File: src/rtl/wau_pkg.sv
package wau_pkg;

  typedef enum logic [3:0] {
    FORM_FULL_RR  = 4'd0,
    FORM_FULL_RM  = 4'd1,
    FORM_FULL_RW  = 4'd2,
    FORM_FULL_IW  = 4'd3,
    FORM_FULL_IS  = 4'd4,
    FORM_LOW_RR   = 4'd5,
    FORM_LOW_RM   = 4'd6,
    FORM_LOW_IW   = 4'd7,
    FORM_LOW_MS   = 4'd8,
    FORM_LOW_IS   = 4'd9,
    FORM_HIGH_RR  = 4'd10,
    FORM_HIGH_IW  = 4'd11
  } form_e;

  typedef enum logic [1:0] {
    LANE_FULL = 2'd0,
    LANE_LOW  = 2'd1,
    LANE_HIGH = 2'd2
  } lane_e;

  typedef enum logic [1:0] {
    CC_ZERO = 2'd0,
    CC_NEG  = 2'd1,
    CC_POS  = 2'd2,
    CC_OVF  = 2'd3
  } cc_e;

  function automatic lane_e lane_of(input logic [3:0] code);
    case (code)
      FORM_LOW_RR, FORM_LOW_RM, FORM_LOW_IW, FORM_LOW_MS, FORM_LOW_IS: lane_of = LANE_LOW;
      FORM_HIGH_RR, FORM_HIGH_IW:                                      lane_of = LANE_HIGH;
      default:                                                         lane_of = LANE_FULL;
    endcase
  endfunction

endpackage

File: src/rtl/wau_operand_sel.sv
module wau_operand_sel
  import wau_pkg::*;
#(
  parameter int DATA_W  = 64,
  parameter int SHORT_W = 16,
  localparam int HALF_W = DATA_W / 2
) (
  input  logic [3:0]        form,
  input  logic [DATA_W-1:0] src_a,
  input  logic [DATA_W-1:0] src_b,
  input  logic [HALF_W-1:0] imm,
  input  logic [DATA_W-1:0] mem,
  output lane_e             lane,
  output logic [DATA_W-1:0] full_x,
  output logic [DATA_W-1:0] full_y,
  output logic [HALF_W-1:0] part_x,
  output logic [HALF_W-1:0] part_y
);

  localparam int EXT_WF = DATA_W - HALF_W;
  localparam int EXT_SF = DATA_W - SHORT_W;
  localparam int EXT_SH = HALF_W - SHORT_W;

  logic [DATA_W-1:0] b_word_sx, imm_word_sx, imm_short_sx;
  logic [HALF_W-1:0] mem_short_sx32, imm_short_sx32;

  assign b_word_sx      = {{EXT_WF{src_b[HALF_W-1]}}, src_b[HALF_W-1:0]};
  assign imm_word_sx    = {{EXT_WF{imm[HALF_W-1]}}, imm};
  assign imm_short_sx   = {{EXT_SF{imm[SHORT_W-1]}}, imm[SHORT_W-1:0]};
  assign mem_short_sx32 = {{EXT_SH{mem[SHORT_W-1]}}, mem[SHORT_W-1:0]};
  assign imm_short_sx32 = {{EXT_SH{imm[SHORT_W-1]}}, imm[SHORT_W-1:0]};

  assign lane = lane_of(form);

  always_comb begin
    full_x = src_a;
    full_y = src_b;
    part_x = src_a[HALF_W-1:0];
    part_y = src_b[HALF_W-1:0];
    case (form)
      FORM_FULL_RM:  full_y = mem;
      FORM_FULL_RW:  full_y = b_word_sx;
      FORM_FULL_IW:  full_y = imm_word_sx;
      FORM_FULL_IS:  full_y = imm_short_sx;
      FORM_LOW_RM:   part_y = mem[HALF_W-1:0];
      FORM_LOW_IW:   part_y = imm;
      FORM_LOW_MS:   part_y = mem_short_sx32;
      FORM_LOW_IS:   part_y = imm_short_sx32;
      FORM_HIGH_RR: begin
        part_x = src_a[DATA_W-1:HALF_W];
        part_y = src_b[DATA_W-1:HALF_W];
      end
      FORM_HIGH_IW: begin
        part_x = src_a[DATA_W-1:HALF_W];
        part_y = imm;
      end
      default: ;
    endcase
  end

endmodule

File: src/rtl/wau_adder.sv
module wau_adder
  import wau_pkg::*;
#(
  parameter int W = 64
) (
  input  logic [W-1:0] x,
  input  logic [W-1:0] y,
  output logic [W-1:0] sum,
  output logic         ovf,
  output logic [1:0]   cc
);

  assign sum = x + y;
  assign ovf = (x[W-1] == y[W-1]) && (sum[W-1] != x[W-1]);

  always_comb begin
    if (ovf)             cc = CC_OVF;
    else if (sum == '0)  cc = CC_ZERO;
    else if (sum[W-1])   cc = CC_NEG;
    else                 cc = CC_POS;
  end

endmodule

File: src/rtl/wide_add_unit.sv
module wide_add_unit
  import wau_pkg::*;
#(
  parameter int DATA_W  = 64,
  parameter int SHORT_W = 16,
  localparam int HALF_W = DATA_W / 2
) (
  input  logic              clk,
  input  logic              rst_n,
  input  logic              in_valid,
  output logic              in_ready,
  input  logic [3:0]        in_op,
  input  logic [DATA_W-1:0] in_a,
  input  logic [DATA_W-1:0] in_b,
  input  logic [HALF_W-1:0] in_imm,
  input  logic [DATA_W-1:0] in_mem,
  input  logic [DATA_W-1:0] in_keep,
  output logic              out_valid,
  input  logic              out_ready,
  output logic [DATA_W-1:0] out_result,
  output logic [1:0]        out_cc,
  output logic              out_ovf
);

  lane_e             lane;
  logic [DATA_W-1:0] full_x, full_y, full_sum;
  logic [HALF_W-1:0] part_x, part_y, part_sum;
  logic              full_ovf, part_ovf;
  logic [1:0]        full_cc, part_cc;
  logic              fire;

  wau_operand_sel #(.DATA_W(DATA_W), .SHORT_W(SHORT_W)) u_sel (
    .form(in_op), .src_a(in_a), .src_b(in_b), .imm(in_imm), .mem(in_mem),
    .lane(lane), .full_x(full_x), .full_y(full_y), .part_x(part_x), .part_y(part_y)
  );

  wau_adder #(.W(DATA_W)) u_full_add (
    .x(full_x), .y(full_y), .sum(full_sum), .ovf(full_ovf), .cc(full_cc)
  );

  wau_adder #(.W(HALF_W)) u_part_add (
    .x(part_x), .y(part_y), .sum(part_sum), .ovf(part_ovf), .cc(part_cc)
  );

  logic [DATA_W-1:0] next_result;
  logic [1:0]        next_cc;
  logic              next_ovf;

  always_comb begin
    case (lane)
      LANE_LOW: begin
        next_result = {in_keep[DATA_W-1:HALF_W], part_sum};
        next_cc     = part_cc;
        next_ovf    = part_ovf;
      end
      LANE_HIGH: begin
        next_result = {part_sum, in_keep[HALF_W-1:0]};
        next_cc     = part_cc;
        next_ovf    = part_ovf;
      end
      default: begin
        next_result = full_sum;
        next_cc     = full_cc;
        next_ovf    = full_ovf;
      end
    endcase
  end

  assign in_ready = !out_valid || out_ready;
  assign fire     = in_valid && in_ready;

  always_ff @(posedge clk or negedge rst_n) begin
    if (!rst_n) begin
      out_valid  <= 1'b0;
      out_result <= '0;
      out_cc     <= CC_ZERO;
      out_ovf    <= 1'b0;
    end else if (fire) begin
      out_valid  <= 1'b1;
      out_result <= next_result;
      out_cc     <= next_cc;
      out_ovf    <= next_ovf;
    end else if (out_ready) begin
      out_valid  <= 1'b0;
    end
  end

  a_r9_latency: assert property (@(posedge clk) disable iff (!rst_n)
    fire |=> out_valid);

  a_r10_hold: assert property (@(posedge clk) disable iff (!rst_n)
    (out_valid && !out_ready) |=> (out_valid && $stable(out_result) &&
                                   $stable(out_cc) && $stable(out_ovf)));

  a_r4_low_keep: assert property (@(posedge clk) disable iff (!rst_n)
    (fire && lane == LANE_LOW) |=>
      out_result[DATA_W-1:HALF_W] == $past(in_keep[DATA_W-1:HALF_W]));

  a_r6_high_keep: assert property (@(posedge clk) disable iff (!rst_n)
    (fire && lane == LANE_HIGH) |=>
      out_result[HALF_W-1:0] == $past(in_keep[HALF_W-1:0]));

  a_r7_ovf_cc: assert property (@(posedge clk) disable iff (!rst_n)
    (out_valid && out_ovf) |-> out_cc == CC_OVF);

  a_r1_full_sum: assert property (@(posedge clk) disable iff (!rst_n)
    (fire && (in_op == FORM_FULL_RR)) |=>
      out_result == $past(in_a) + $past(in_b));

endmodule

File: config.mk
export PLATFORM = sky130hd
export DESIGN_NAME = wide_add_unit
export DESIGN_NICKNAME = d
export VERILOG_FILES = /design/src/rtl/wau_pkg.sv /design/src/rtl/wau_operand_sel.sv /design/src/rtl/wau_adder.sv /design/src/rtl/wide_add_unit.sv
export SDC_FILE = /design/constraint.sdc
export NUM_CORES = 1
export LEC_CHECK = 0
export BUFFER_PORTS_ARGS = -buffer_cell sky130_fd_sc_hd__buf_4
export CAP_MARGIN = 20
export CORE_MARGIN = 1
export CORE_UTILIZATION = 55
export CTS_BUF_LIST = sky130_fd_sc_hd__clkbuf_4 sky130_fd_sc_hd__clkbuf_8
export DETAILED_ROUTE_END_ITERATION = 8
export PLACE_DENSITY = 0.93
export SYNTH_ARGS = -nofsm -noshare
export SYNTH_HDL_FRONTEND = slang
export SYNTH_SLANG_ARGS = --single-unit
File: constraint.sdc
create_clock -name clk -period 2.24 [get_ports clk]
set_input_delay 0.336 -clock clk [delete_from_list [all_inputs] [get_ports clk]]
set_output_delay 0.336 -clock clk [all_outputs]
set_load 0.02 [all_outputs]
==> results of run 1 <==
==> cells by family after synthesis <==
logic type | after synthesis | share of synthesized area, %
DFF | 68 | 14.2
muxes | 37 | 3.46
AOI/OAI and AO/OA | 702 | 40.1
adders and majority gates | 104 | 11.0
buffers and inverters | 150 | 4.89
and+or+nand+nor | 556 | 21.1
xor gates and xnor gates | 71 | 5.19
==> synth_stat cells (all sizes together), types with 5 or more instances <==
cell type and count:
o31ai 15, a21boi 14, a21oi 178, a22o 7, a2111oi 5, o21a 25
mux2 33, clkbuf 95, nor4 17, nand2b 6, and3 15, nand4 33
a221o 28, ha 102, o21bai 22, o21ai 118, or3 8, and2 9
o311ai 5, nor2 150, a22oi 35, o211ai 16, xor2 21, nand3 40
inv 41, xnor2 50, or2 8, a211oi 42, nor2b 10, buf 14
nand2 204, a221oi 57, o221ai 5, a21o 68, nor3 40, dfrtp 68
a222oi 18, a31oi 21
==> per-stage QoR <==
step	utilization, %	cells	setup TNS, ps
2_1_floorplan	-	1688	-86780
3_3_place_gp	93.3	2818	-126300
3_5_place_dp	93.3	2818	-146720
==> results by group, run 1 <==
Logic synthesis
  – Syn Area/Cell: 7.10 um^2
  – Seq/Total Area, Yosys: 14.2%
  – Distinct cell type count after synthesis: 80
  – Post-synth top area cell: dfrtp_1
  – Synthesis-stage register bit count: 68
  – Cells after Synth: 1,688
  – EDFF count, synth: 0
  – Synthesized cell area: 0.0120 mm^2
  – Synth async-reset ratio: 100%
  – Share of Yosys cell area claimed by the top area cell type: 14.2%
  – Main area contributors after synthesis: dfrtp_1 (14%), ha_1 (11%), a21oi_1 (7.3%)
  – Mapped Nets: 2,088
  – Synth Flop Type: dfrtp_1
  – Ys Warns: 0

Floorplan
  – Number of primary I/O pins: 365
  – Row count: 53
  – Initial Utilization: 56.5%
  – Die Width: 150 um
  – Die height: 150 um

Clocking
  – Root Driver: clkbuf_8
  – Clock buffer count from CTS: 9
  – Cts hold-fix bufs: 0
  – Post-CTS setup buffer count: 76
  – CTS H-tree lvls: 3
  – PostCTS Resize Cnt: 419
  – Clk buf depth: 2
  – TritonCTS Sinks: 68

Place
  – Pre-CTS WS: -3270 ps
  – Placer congestion estimate: 1.28
  – Port Buf Inserts: 364
  – Post-DP HPWL: 64,000 um
  – Post-Place Cell Area: 0.0198 mm^2

Run status
  – Status: stopped before the end
  – Failing step: 4_1_cts
  – Error: [ERROR DPL-0038] Utilization greater than 100%, impossible to legalize
==> inputs of run 2 (changes only) <==
CORE_UTILIZATION = 40   (was 55)
CTS_BUF_LIST = unset   (was sky130_fd_sc_hd__clkbuf_4 sky130_fd_sc_hd__clkbuf_8)
PLACE_DENSITY = unset   (was 0.93)
PLACE_DENSITY_LB_ADDON = 0.15   (was unset)
==> run 2 against run 1 <==
Synthesized cell count unchanged. The flow now finishes, with violations (negative setup slack). Area after synthesis unchanged.
==> results by group, run 2 <==
Run status
  – Status: finished, violations left
  – Failing checks: negative setup slack

Timing
  – Worst rel slew slack: 41.8%
  – Worst Tran Pin Value: 873 ps
  – Final Hold Fails: 0
  – Tmin final: 4810 ps
  – Fmax: 208 MHz
  – Setup ws final: -2570 ps
  – Setup Viol. Count Final: 67
  – Period utilization: 215%
  – Clock skew: 13.7 ps
  – Slew Limit Fails: 0
  – RSZ-0062 raised after global routing: true

Logic synthesis
  – Mapped Nets: 2,088
  – Synthesis-stage register bit count: 68
  – Syn Area/Cell: 7.10 um^2
  – Main area contributors after synthesis: dfrtp_1 (14%), ha_1 (11%), a21oi_1 (7.3%)
  – Seq/Total Area, Yosys: 14.2%
  – Share of Yosys cell area claimed by the top area cell type: 14.2%
  – Post-synthesis mux area share: 3.46%
  – EDFF count, synth: 0
  – Most frequent cell after synthesis: nand2_1
  – Largest family of logic cells by synthesized area: compound AO/OA/AOI/OAI gates
  – Adder-cell share of the synthesized area: 11.0%
  – Post-synth top area cell: dfrtp_1
  – Synth cell count leaders: nand2_1 (204), a21oi_1 (175), nor2_1 (150)
  – Post-Synth Simple-Gate Area: 21.1%
  – Distinct cell type count after synthesis: 80
  – Ys Warns: 0
  – Cells after Synth: 1,688
  – Compound-gate portion of the synthesized area: 40.1%
  – Synthesized cell area: 0.0120 mm^2
  – Synth Flop Type: dfrtp_1
  – Synth async-reset ratio: 100%
  – Post-Synth XOR/XNOR Area: 5.19%

GRT
  – Largest net degree at the start of global routing: 69
  – Vias in the first global route: 18,727
  – Total GRT Usage: 45.3%
  – Initial antenna violation count: 3
  – Total gr overflow: 0
  – First-pass GRT wire length: 107,000 um

Power
  – Worst vdd ir: 383 uV
  – Total power per unit cell area: 620 mW/mm^2
  – Pleak: 11.4 nW

Routing
  – DR WL/cell: 25.3 um
  – Via-per-instance ratio: 6.46
  – Final ANT Viol Nets: 0
  – Via Count: 20,127
  – Remaining DRCs: 0
  – DR pass1 iterations: 7
  – DRT iter0 DRCs: 2,619
  – Drt total wl: 78,800 um

Clocking
  – Clk buf depth: 2
  – Root Driver: clkbuf_16
  – Clk Latency, worst-skew pair: 360 ps
  – CTS tree: done
  – CTS H-tree lvls: 3
  – Clock buffer count from CTS: 9
  – Reg clk slew, reported paths: 70 ps
  – TritonCTS Sinks: 68
  – Cts hold-fix bufs: 0

Floorplan
  – DIE AREA: 0.0307 mm^2
  – Initial Utilization: 40.6%
  – Row count: 63
  – Number of primary I/O pins: 365
  – Die height: 175 um
  – Core area: 0.0296 mm^2
  – Die Width: 175 um

Place
  – Placer congestion estimate: 1.11
  – Pre-CTS WS: -3000 ps
  – Post-Place Cell Area: 0.0205 mm^2
  – Post-DP HPWL: 56,900 um
  – Port Buf Inserts: 364

Worst setup path
  – CP arrival: 5040 ps
  – CP Max Fanout: 9
  – CP Launch Type: input port
  – Critical path's largest stage delay: 520 ps
  – Slowest stage cell, crit path: or4_4
  – CP cell instances: buf_8, buf_6, buf_8, nand2_2, buf_4, nand2_4, nor2_4, a21oi_4, ha_4, fa_2, a21o_1, a221oi_2, buf_4, xnor2_2, nor3_1, nand2_1, or4_4, or4_4, nor4_4, nand3_2, nor4_2, and4b_1, o221ai_2
  – CP required: 2470 ps
  – Crit path kind: input port to flip-flop
  – Crit end category: flip-flop

Layout
  – Most common cell after layout, fill and taps aside: buf_4
  – Largest register FFs: 64
  – P&R area growth vs syn: 106%
  – Share of layout cells above drive strength 1: 58.6%
  – Final #Nets: 3,118
  – Post-Layout Inst Area: 0.0247 mm^2
  – Largest Register: out_result
  – Most frequent cells in the layout: buf_4 (1,013), nand2_1 (179), nor2_1 (135), a21oi_1 (105), buf_6 (88)
  – Biggest registers after layout: out_result x64, out_cc x2

Flow run
  – Max-cap violations: 0

Hold path
  – Hold Crit Class: input port to async pin
run 2: critical path, delay by kind of cell:
family	cells	cell delay [ps]
AND/OR/NAND/NOR	11	2670
AO/OA/AOI/OAI	4	690
buffers and inverters	5	670
adder cells (fa/ha/maj)	2	620
XOR/XNOR	1	70
run 2: final timing paths:
path / to / slack (ps) / startpoint / cells after the start
min in group clk: out_valid / 220 / in_valid / 2
min reg2reg: out_result[59] / 480 / out_result[59] / 1
max reg2reg: out_result[20] / 300 / out_valid / 5
min: out_result[43] / 90 / rst_n / 1
max in group asynchronous: out_result[11] / 1560 / rst_n / 1
max: out_cc[1] / -2570 / in_op[1] / 23
run 2: timing repair:
action                                 in CTS  in global routing
buffers inserted                           67                 43
setup endpoints to repair                  67                 67
resized for setup                         374                228
endpoints found under the hold margin       0                  0
pin swaps                                 161                146
gates cloned                                2                  1
run 2: cells by family after synthesis:
group,count (synthesis)
AO/OA/AOI/OAI,702
AND/OR/NAND/NOR,556
buffers and inverters,150
adder cells (fa/ha/maj),104
XOR/XNOR,71
flip-flops,68
multiplexers,37
run 2: cell type report:
type,count,area (um^2)
Multi-Input combinational cell,1470,12800
Tap cell,390,488
Clock inverter,6,95.1
Clock buffer,10,239
Sequential cell,68,1700
Fill cell,1709,4900
Timing Repair Buffer,1128,9130
Antenna cell,1,2.50
Inverter,41,160
run 2: per-layer routing:
metal / GRT usage (%) / wire length, um / vias up
met5: 0 / 12 / -
met4: 21.0 / 5770 / 2
met3: 7.66 / 9190 / 453
met2: 74.6 / 34600 / 1673
met1: 57.4 / 29200 / 9466
li1: - / - / 8533
run 2: stage by stage:
stage	utilization (%)	std cells	total power, W	hold slack [ps]	TNS [ps]
finish	83.4	3114	0.0153	90.5	-114170
detailed placement	69.5	3007	0.0108	467	-139130
global route	83.4	3113	0.0157	171	-118440
CTS	78.5	3080	0.0137	121	-97330
global placement	69.5	3007	0.0107	461	-133900
floorplan	-	1688	0.00573	40.4	-86780
run 2: power breakdown:
group	total (W)	switching, W	internal, W
clock	0.00162	0.000610	0.00101
sequential	0.00178	0.000237	0.00154
combinational	0.0119	0.00626	0.00562
total	0.0153	0.00711	0.00817
No activity file was read; power rests on OpenSTA's default activity.
